===== src/rtl/cap_pkg.sv =====
package cap_pkg;
  localparam int CAP_SLOTS = 2;
  localparam int SLOT_W    = $clog2(CAP_SLOTS + 1);

  typedef enum logic [1:0] {
    EDGE_OFF  = 2'd0,
    EDGE_RISE = 2'd1,
    EDGE_FALL = 2'd2,
    EDGE_ANY  = 2'd3
  } edge_sel_e;
endpackage


===== src/rtl/cap_pin_sync.sv =====
module cap_pin_sync
  import cap_pkg::*;
#(
  parameter int STAGES = 2
) (
  input  logic      clk,
  input  logic      rst,
  input  logic      pin_i,
  input  edge_sel_e sel_i,
  output logic      hit_o
);
  // sh[STAGES-1] is the synchronized level, sh[STAGES] the previous one
  logic [STAGES:0] sh;
  logic            lvl, prev, rise, fall;

  always_ff @(posedge clk) begin
    if (rst) sh <= '0;
    else     sh <= {sh[STAGES-1:0], pin_i};
  end

  assign lvl  = sh[STAGES-1];
  assign prev = sh[STAGES];
  assign rise = lvl & ~prev;
  assign fall = ~lvl & prev;

  always_comb begin
    unique case (sel_i)
      EDGE_RISE: hit_o = rise;
      EDGE_FALL: hit_o = fall;
      EDGE_ANY:  hit_o = rise | fall;
      default:   hit_o = 1'b0;
    endcase
  end
endmodule


===== src/rtl/cap_sequencer.sv =====
module cap_sequencer
  import cap_pkg::*;
(
  input  logic              clk,
  input  logic              rst,
  input  logic              hit_i,
  input  logic              enable_i,
  input  logic              clr_i,
  input  logic              rearm_i,
  input  logic              second_i,
  output logic              take_o,
  output logic [SLOT_W-1:0] slot_o,
  output logic              evt_o
);
  logic [SLOT_W-1:0] cnt;
  logic              room;
  logic [SLOT_W-1:0] evt_slot;

  assign room     = (cnt < SLOT_W'(CAP_SLOTS));
  assign take_o   = hit_i & enable_i & room & ~clr_i;
  assign slot_o   = cnt;
  assign evt_slot = second_i ? SLOT_W'(1) : SLOT_W'(0);

  always_ff @(posedge clk) begin
    if (rst) begin
      cnt   <= '0;
      evt_o <= 1'b0;
    end else begin
      evt_o <= take_o && (cnt == evt_slot);
      if (clr_i || rearm_i) cnt <= '0;
      else if (take_o)      cnt <= cnt + SLOT_W'(1);
    end
  end
endmodule


===== src/rtl/cap_store.sv =====
module cap_store
  import cap_pkg::*;
#(
  parameter int W = 32
) (
  input  logic              clk,
  input  logic              rst,
  input  logic              take_i,
  input  logic [SLOT_W-1:0] slot_i,
  input  logic [W-1:0]      value_i,
  output logic [W-1:0]      slot0_o,
  output logic [W-1:0]      slot1_o
);
  logic [W-1:0] regs [CAP_SLOTS];

  for (genvar g = 0; g < CAP_SLOTS; g++) begin : g_slot
    always_ff @(posedge clk) begin
      if (rst)                                    regs[g] <= '0;
      else if (take_i && slot_i == SLOT_W'(g))    regs[g] <= value_i;
    end
  end

  assign slot0_o = regs[0];
  assign slot1_o = regs[1];
endmodule


===== src/rtl/edge_capture_unit.sv =====
module edge_capture_unit
  import cap_pkg::*;
#(
  parameter int CNT_W       = 32,
  parameter int SYNC_STAGES = 2
) (
  input  logic             clk,
  input  logic             rst,
  input  logic             pin_i,
  input  logic [CNT_W-1:0] count_i,
  input  logic             cfg_wr_i,
  input  logic             cfg_pin_in_i,
  input  logic [1:0]       cfg_edge_i,
  input  logic             cfg_on_second_i,
  input  logic             stat_clr_i,
  output logic [CNT_W-1:0] cap_first_o,
  output logic [CNT_W-1:0] cap_second_o,
  output logic             cap_evt_o
);
  edge_sel_e         mode_q;
  logic              dir_q, second_q;
  logic              hit, take, rearm;
  logic [SLOT_W-1:0] seq_cnt;

  assign rearm = cfg_wr_i && (mode_q == EDGE_OFF) && (edge_sel_e'(cfg_edge_i) != EDGE_OFF);

  always_ff @(posedge clk) begin
    if (rst) begin
      mode_q   <= EDGE_OFF;
      dir_q    <= 1'b0;
      second_q <= 1'b0;
    end else if (cfg_wr_i) begin
      mode_q   <= edge_sel_e'(cfg_edge_i);
      dir_q    <= cfg_pin_in_i;
      second_q <= cfg_on_second_i;
    end
  end

  cap_pin_sync #(.STAGES(SYNC_STAGES)) u_sync (
    .clk(clk), .rst(rst), .pin_i(pin_i), .sel_i(mode_q), .hit_o(hit)
  );

  cap_sequencer u_seq (
    .clk(clk), .rst(rst), .hit_i(hit), .enable_i(dir_q), .clr_i(stat_clr_i),
    .rearm_i(rearm), .second_i(second_q), .take_o(take), .slot_o(seq_cnt),
    .evt_o(cap_evt_o)
  );

  cap_store #(.W(CNT_W)) u_store (
    .clk(clk), .rst(rst), .take_i(take), .slot_i(seq_cnt), .value_i(count_i),
    .slot0_o(cap_first_o), .slot1_o(cap_second_o)
  );
endmodule


===== config.mk =====
export PLATFORM = sky130hd
export DESIGN_NAME = edge_capture_unit
export DESIGN_NICKNAME = d
export VERILOG_FILES = /design/src/rtl/cap_pkg.sv /design/src/rtl/cap_pin_sync.sv /design/src/rtl/cap_sequencer.sv /design/src/rtl/cap_store.sv /design/src/rtl/edge_capture_unit.sv
export SDC_FILE = /design/constraint.sdc
export NUM_CORES = 1
export LEC_CHECK = 0
export ABC_AREA = 1
export BUFFER_PORTS_ARGS = -buffer_cell sky130_fd_sc_hd__buf_2
export CAP_MARGIN = 20
export CORE_ASPECT_RATIO = 0.5
export CORE_MARGIN = 4
export CORE_UTILIZATION = 45
export DETAILED_ROUTE_END_ITERATION = 8
export GPL_ROUTABILITY_DRIVEN = 0
export PLACE_DENSITY = 0.79
export SYNTH_ARGS = -nofsm -noshare
export SYNTH_HDL_FRONTEND = slang
export SYNTH_SLANG_ARGS = --single-unit
export TNS_END_PERCENT = 1

===== constraint.sdc =====
create_clock -name clk -period 5.25 [get_ports clk]
set_clock_uncertainty 0.2 [all_clocks]
set_input_delay 1.05 -clock clk [delete_from_list [all_inputs] [get_ports clk]]
set_output_delay 1.05 -clock clk [all_outputs]
set_load 0.01 [all_outputs]

==> Word-level counts from Yosys, hierarchy flattened <==
Memory sizes are Yosys's and may differ from the RTL's.
Cells that the tools add are included.
{ "word_totals": {"mem_bits_rw": 64, "word_cells": 47, "latch_bits": 0, "regBits": 10, "romBits": 0, "output_inout_bits": 65, "n_memories": 1} }
{ "classes": {"div_mod_pow": 0, "reduce_logical": 10, "n_lt_le_gt_ge": 1, "mul": 0, "addsub": 1, "eq_ne": 5, "n_mux": 12, "shifts": 0, "bitwise_logic": 11} }
{ "memory_table": {"columns": ["name", "words", "width", "rd", "rd_ports_with_merged_regs", "wr", "line", "source"], "rows": [
  ["u_store.regs", 2, 32, 2, 0, 2, "cap_store.sv:14", "logic [W-1:0] regs [CAP_SLOTS];"]
]} }
{ "ops": {"columns": ["operator", "count"], "rows": [
  ["$mux 32", 2],
  ["$mux 1", 9],
  ["$and 1x1->1", 5],
  ["$logic_and 1x1->1", 5],
  ["$eq 2x1->1 const B", 2],
  ["$eq 2x2->1 const B", 2],
  ["$logic_not 2->1", 2],
  ["$not 1->1", 3],
  ["$or 1x1->1", 3],
  ["$pmux 1 s3", 1],
  ["$add 2x1->2 const B", 1],
  ["$eq 2x2->1", 1],
  ["$lt 2x2->1 const B", 1],
  ["$reduce_bool 2->1", 1],
  ["$reduce_or 2->1", 1],
  ["$logic_or 1x1->1", 1]
]} }

==> Depth between registers and ports, before layout <==
{ "depth": {"depth_word": 12, "depth_mapped": 8, "mapped_depth_nobuf": 8} }

==> Hierarchy <==
From an unflattened synthesis, not the netlist that was laid out.
{ "unflattened": {"cells_unflattened": 237, "hier_area_um2": 2896.5} }
{ "modules_own_cells": {"columns": ["mod", "cells_each", "instances", "area_per_inst_um2"], "rows": [
  ["cap_store", 175, 1, 2443.6],
  ["cap_sequencer", 22, 1, 158.9],
  ["edge_capture_unit", 21, 1, 151.4],
  ["cap_pin_sync", 19, 1, 142.6]
]} }

==> Worst setup path after synthesis <==
Ideal clock, no wire load.
{ "synth_timing": {"path_type": "in2reg", "start": "input port stat_clr_i", "end": "memory u_store.regs[0][0] (enable)", "arrival_time_ns": 2.172, "stages": 5, "setup_ns": 0.389, "slack_ns": 2.488, "n_path_buf": 0, "cell_sequence": "nor2_2 -> nand2_2 -> nor2_8 -> nand3_1 -> nand2_1"} }
{ "synth_rtl": {"columns": ["element", "line", "source"], "rows": [
  ["start, declared", "edge_capture_unit.sv:15", "input logic stat_clr_i,"],
  ["end, declared", "cap_store.sv:14", null]
]} }

==> impl_results.md <==
* Clk root buf: clkbuf_16
* DR pass1 iterations at 5
* Post-Place Worst Slack at 2.03 ns
* # Max-Cap Violations at 0
* Hold Path End: u_sync.sh[1]
* Number of port buffers at 105
* VDD IR max at 0.000212 V
* DP Wirelength at 4.31 mm
* CP delay by family, top: simple AND/OR/NAND/NOR gates
* Slowest stage cell, crit path: nand2_1
* Mean Syn Cell Area at 12.5 sq um
* Global route overflow at 0
* R2R setup slack at 2.97 ns
* CTS Buffer Depth at 2
* Placed cell count at 421
* Critical-path cell list: buf_2 > nor2_2 > nand2_2 > nor2_8 > nand3_1 > nand2_1 > buf_16 > buf_4
* Initial DRC Count at 157
* Tightest Pin Transition at 0.518 ns
* Initial antenna violation count at 0
* Status: finished, final reports clean
* I/O pins at 106
* Most Used Layer, Global Route: met2
* Async S/R FF share, synth at 0%
* Die Span Y at 64.7 microns
* Met3 usage in global routing at 6.63%
* Yosys Warn Count at 0
* Post-CTS Setup Bufs at 0
* CP Data Arrival Time at 2.35 ns
* Slowest stage delay, CP at 0.38 ns
* Largest net degree at the start of global routing at 33
* Layout cell share with drive strength beyond 1 at 38.6%
* Main synth FF type: edfxtp_1
* Crit-path max FO at 18
* Largest area contributor in the netlist: edfxtp_1
* Crit Path Category: in2reg
* Synth area leaders: edfxtp_1 66%, nor2_1 8.6%, dfxtp_1 6.9%
* Fill count at 474
* Synth top area share at 66.4%
* Worst endpoint required time at 5.09 ns
* H-tree depth at 3
* Worst-case reg-to-reg path depth at 9
* Final #Nets at 390
* Vias in the first global route at 2058
* Final worst setup slack at 2.74 ns
* Antenna cell count at 0
* Yosys reg bits at 74
* Final Hold Fails at 0
* M2 GR Usage at 32.1%
* TritonCTS clock tree: yes
* CP Capture Type: flop
* Non-Filler Instances at 438
* Sequential cell area at 2120 sq um
* Synth Instances at 231
* R2r startpoint: u_sync.sh[1]
* Synth cell count leaders: 66 x nor2_1, 64 x edfxtp_1, 42 x inv_1
* Worst skew pair latency at 0.32 ns
* ANT nets after route at 0
* Yosys cell types at 18
* EDFF count, synth at 64
* Pwr Density at 361 nW/um^2
* Met1 GRT Util at 16.3%
* Hold path depth at 2
* Startpoint types: input pin
* GR Util All Layers at 16.6%
* Seq/Total Area, Yosys at 73.3%
* Buffers and inverters on the worst path at 3
* WL final at 6.09 mm
* Lkg Pwr at 1.83 nW
* Vias/cell at 4.49
* Clock tree sinks at 74
* Core Util, Final at 62.1%
* Detail-routed net length per standard cell at 13.9 microns
* Setup violations, final at 0
* Hold Startpoint: u_sync.sh[0]
* Area of the mapped netlist at 2900 sq um
* RSZ-0062 raised after global routing: false
* Fin. max-slew vios at 0
* Area of the multi-input gates at 544 sq um
* Synthesis-to-layout area growth at 32.1%
* Reg-to-Reg End: u_store.regs[0][16]
* Min Clock Period, post-route at 2.51 ns
* Core Area at 6160 sq um
* Global-route wire length before repair at 9.80 mm
* TNS Setup at 0 ns
* Cts bufs inserted at 9
* Slew headroom at 65.4%
* Chip width at 121 microns
* Starting Density at 47.0%
* Achievable Freq at 398 MHz
* Hold Crit Class: reg2reg
* CTS clock-pin slew for the worst setup and hold paths at 0.05 ns
* Post-CTS Hold Buffers at 0
* Post-route DRC violation count at 0
* Die area at 7860 sq um
* Row count at 20
* Fin crit share at 47.8%
* Vias at 1968
* Syn_nets at 276
* Most common cell in the netlist: nor2_1
* Post-cts gate resize count at 0
[layout make-up]
| cell class | count | area share (%) |
|---|---|---|
| inverters | 43 | 4.22 |
| multi-input cells | 108 | 14.2 |
| well taps | 88 | 2.88 |
| clock inverters | 6 | 2.13 |
| clock buffers | 10 | 5.99 |
| repair buffers | 109 | 15.1 |
| flip-flops and latches | 74 | 55.5 |
[per-stage QoR]
stage	hold slack (ns)	area, sq um	power [mW]
global placement	0.192	3490	0.755
floorplan	0.188	2900	0.715
global route	0.226	3820	1.43
CTS	0.210	3800	1.39
detailed placement	0.202	3490	0.759
finish	0.207	3820	1.38
[layout by cell type, fill, tap and decap left out, drive strengths merged]
cell type  Yosys  layout
edfxtp        64      64
bufinv         0       2
nand3          5       5
nor2          72      72
clkinvlp       0       1
nor3           1       1
inv           43      43
dfxtp         10      10
o21ai          3       3
ha             4       4
nand4          2       2
a21oi          8       8
nand2         13      13
buf            6     109
clkinv         0       3
clkbuf         0      10
[kinds of logic (layout without fill, tap and decap cells)]
kind of cell,count (synthesis),after routing,share of synthesized area [%]
buffers and inverters,49,168,7.91
flip-flops,74,74,73.3
AND/OR/NAND/NOR,93,93,15.0
adder cells (fa/ha/maj),4,4,1.73
AO/OA/AOI/OAI,11,11,2.03
[worst max-delay path by stage]
stage | start | end | slack (ns) | cells past startpoint
after floorplan | stat_clr_i | u_store.regs[0][0] | 2.49 | 5
after global placement | stat_clr_i | u_store.regs[0][16] | 2.11 | 7
after detailed placement | stat_clr_i | u_store.regs[0][18] | 2.03 | 7
after CTS | stat_clr_i | u_store.regs[0][17] | 2.38 | 7
after global routing | stat_clr_i | u_store.regs[0][16] | 2.66 | 8
final | stat_clr_i | u_store.regs[0][16] | 2.74 | 8
[power breakdown]
| part | total, mW | internal [mW] | switching, mW |
|---|---|---|---|
| clock | 0.632 | 0.412 | 0.219 |
| combinational | 0.0821 | 0.0328 | 0.0494 |
| sequential | 0.666 | 0.658 | 0.00759 |
[metal layers]
metal / vias up / share of wire [%]
met3: 5 / 6.4
li1: 969 / -
met2: 60 / 56
met1: 934 / 37
met5: - / 0
met4: 0 / 1.0
[registers in the layout (all words and copies together) (netlist names)]
signal	flops
u_store.regs	64
u_sync.sh	3
mode_q	2
u_seq.slot_o	2
dir_q	1
second_q	1
u_seq.evt_o	1
[worst min-delay path, cell delays in order (launching register included)]
cell and delay [ns]:
dfxtp_1 0.30, inv_1 0.04, nor2_1 0.03
No activity file was read; power rests on OpenSTA's default activity.
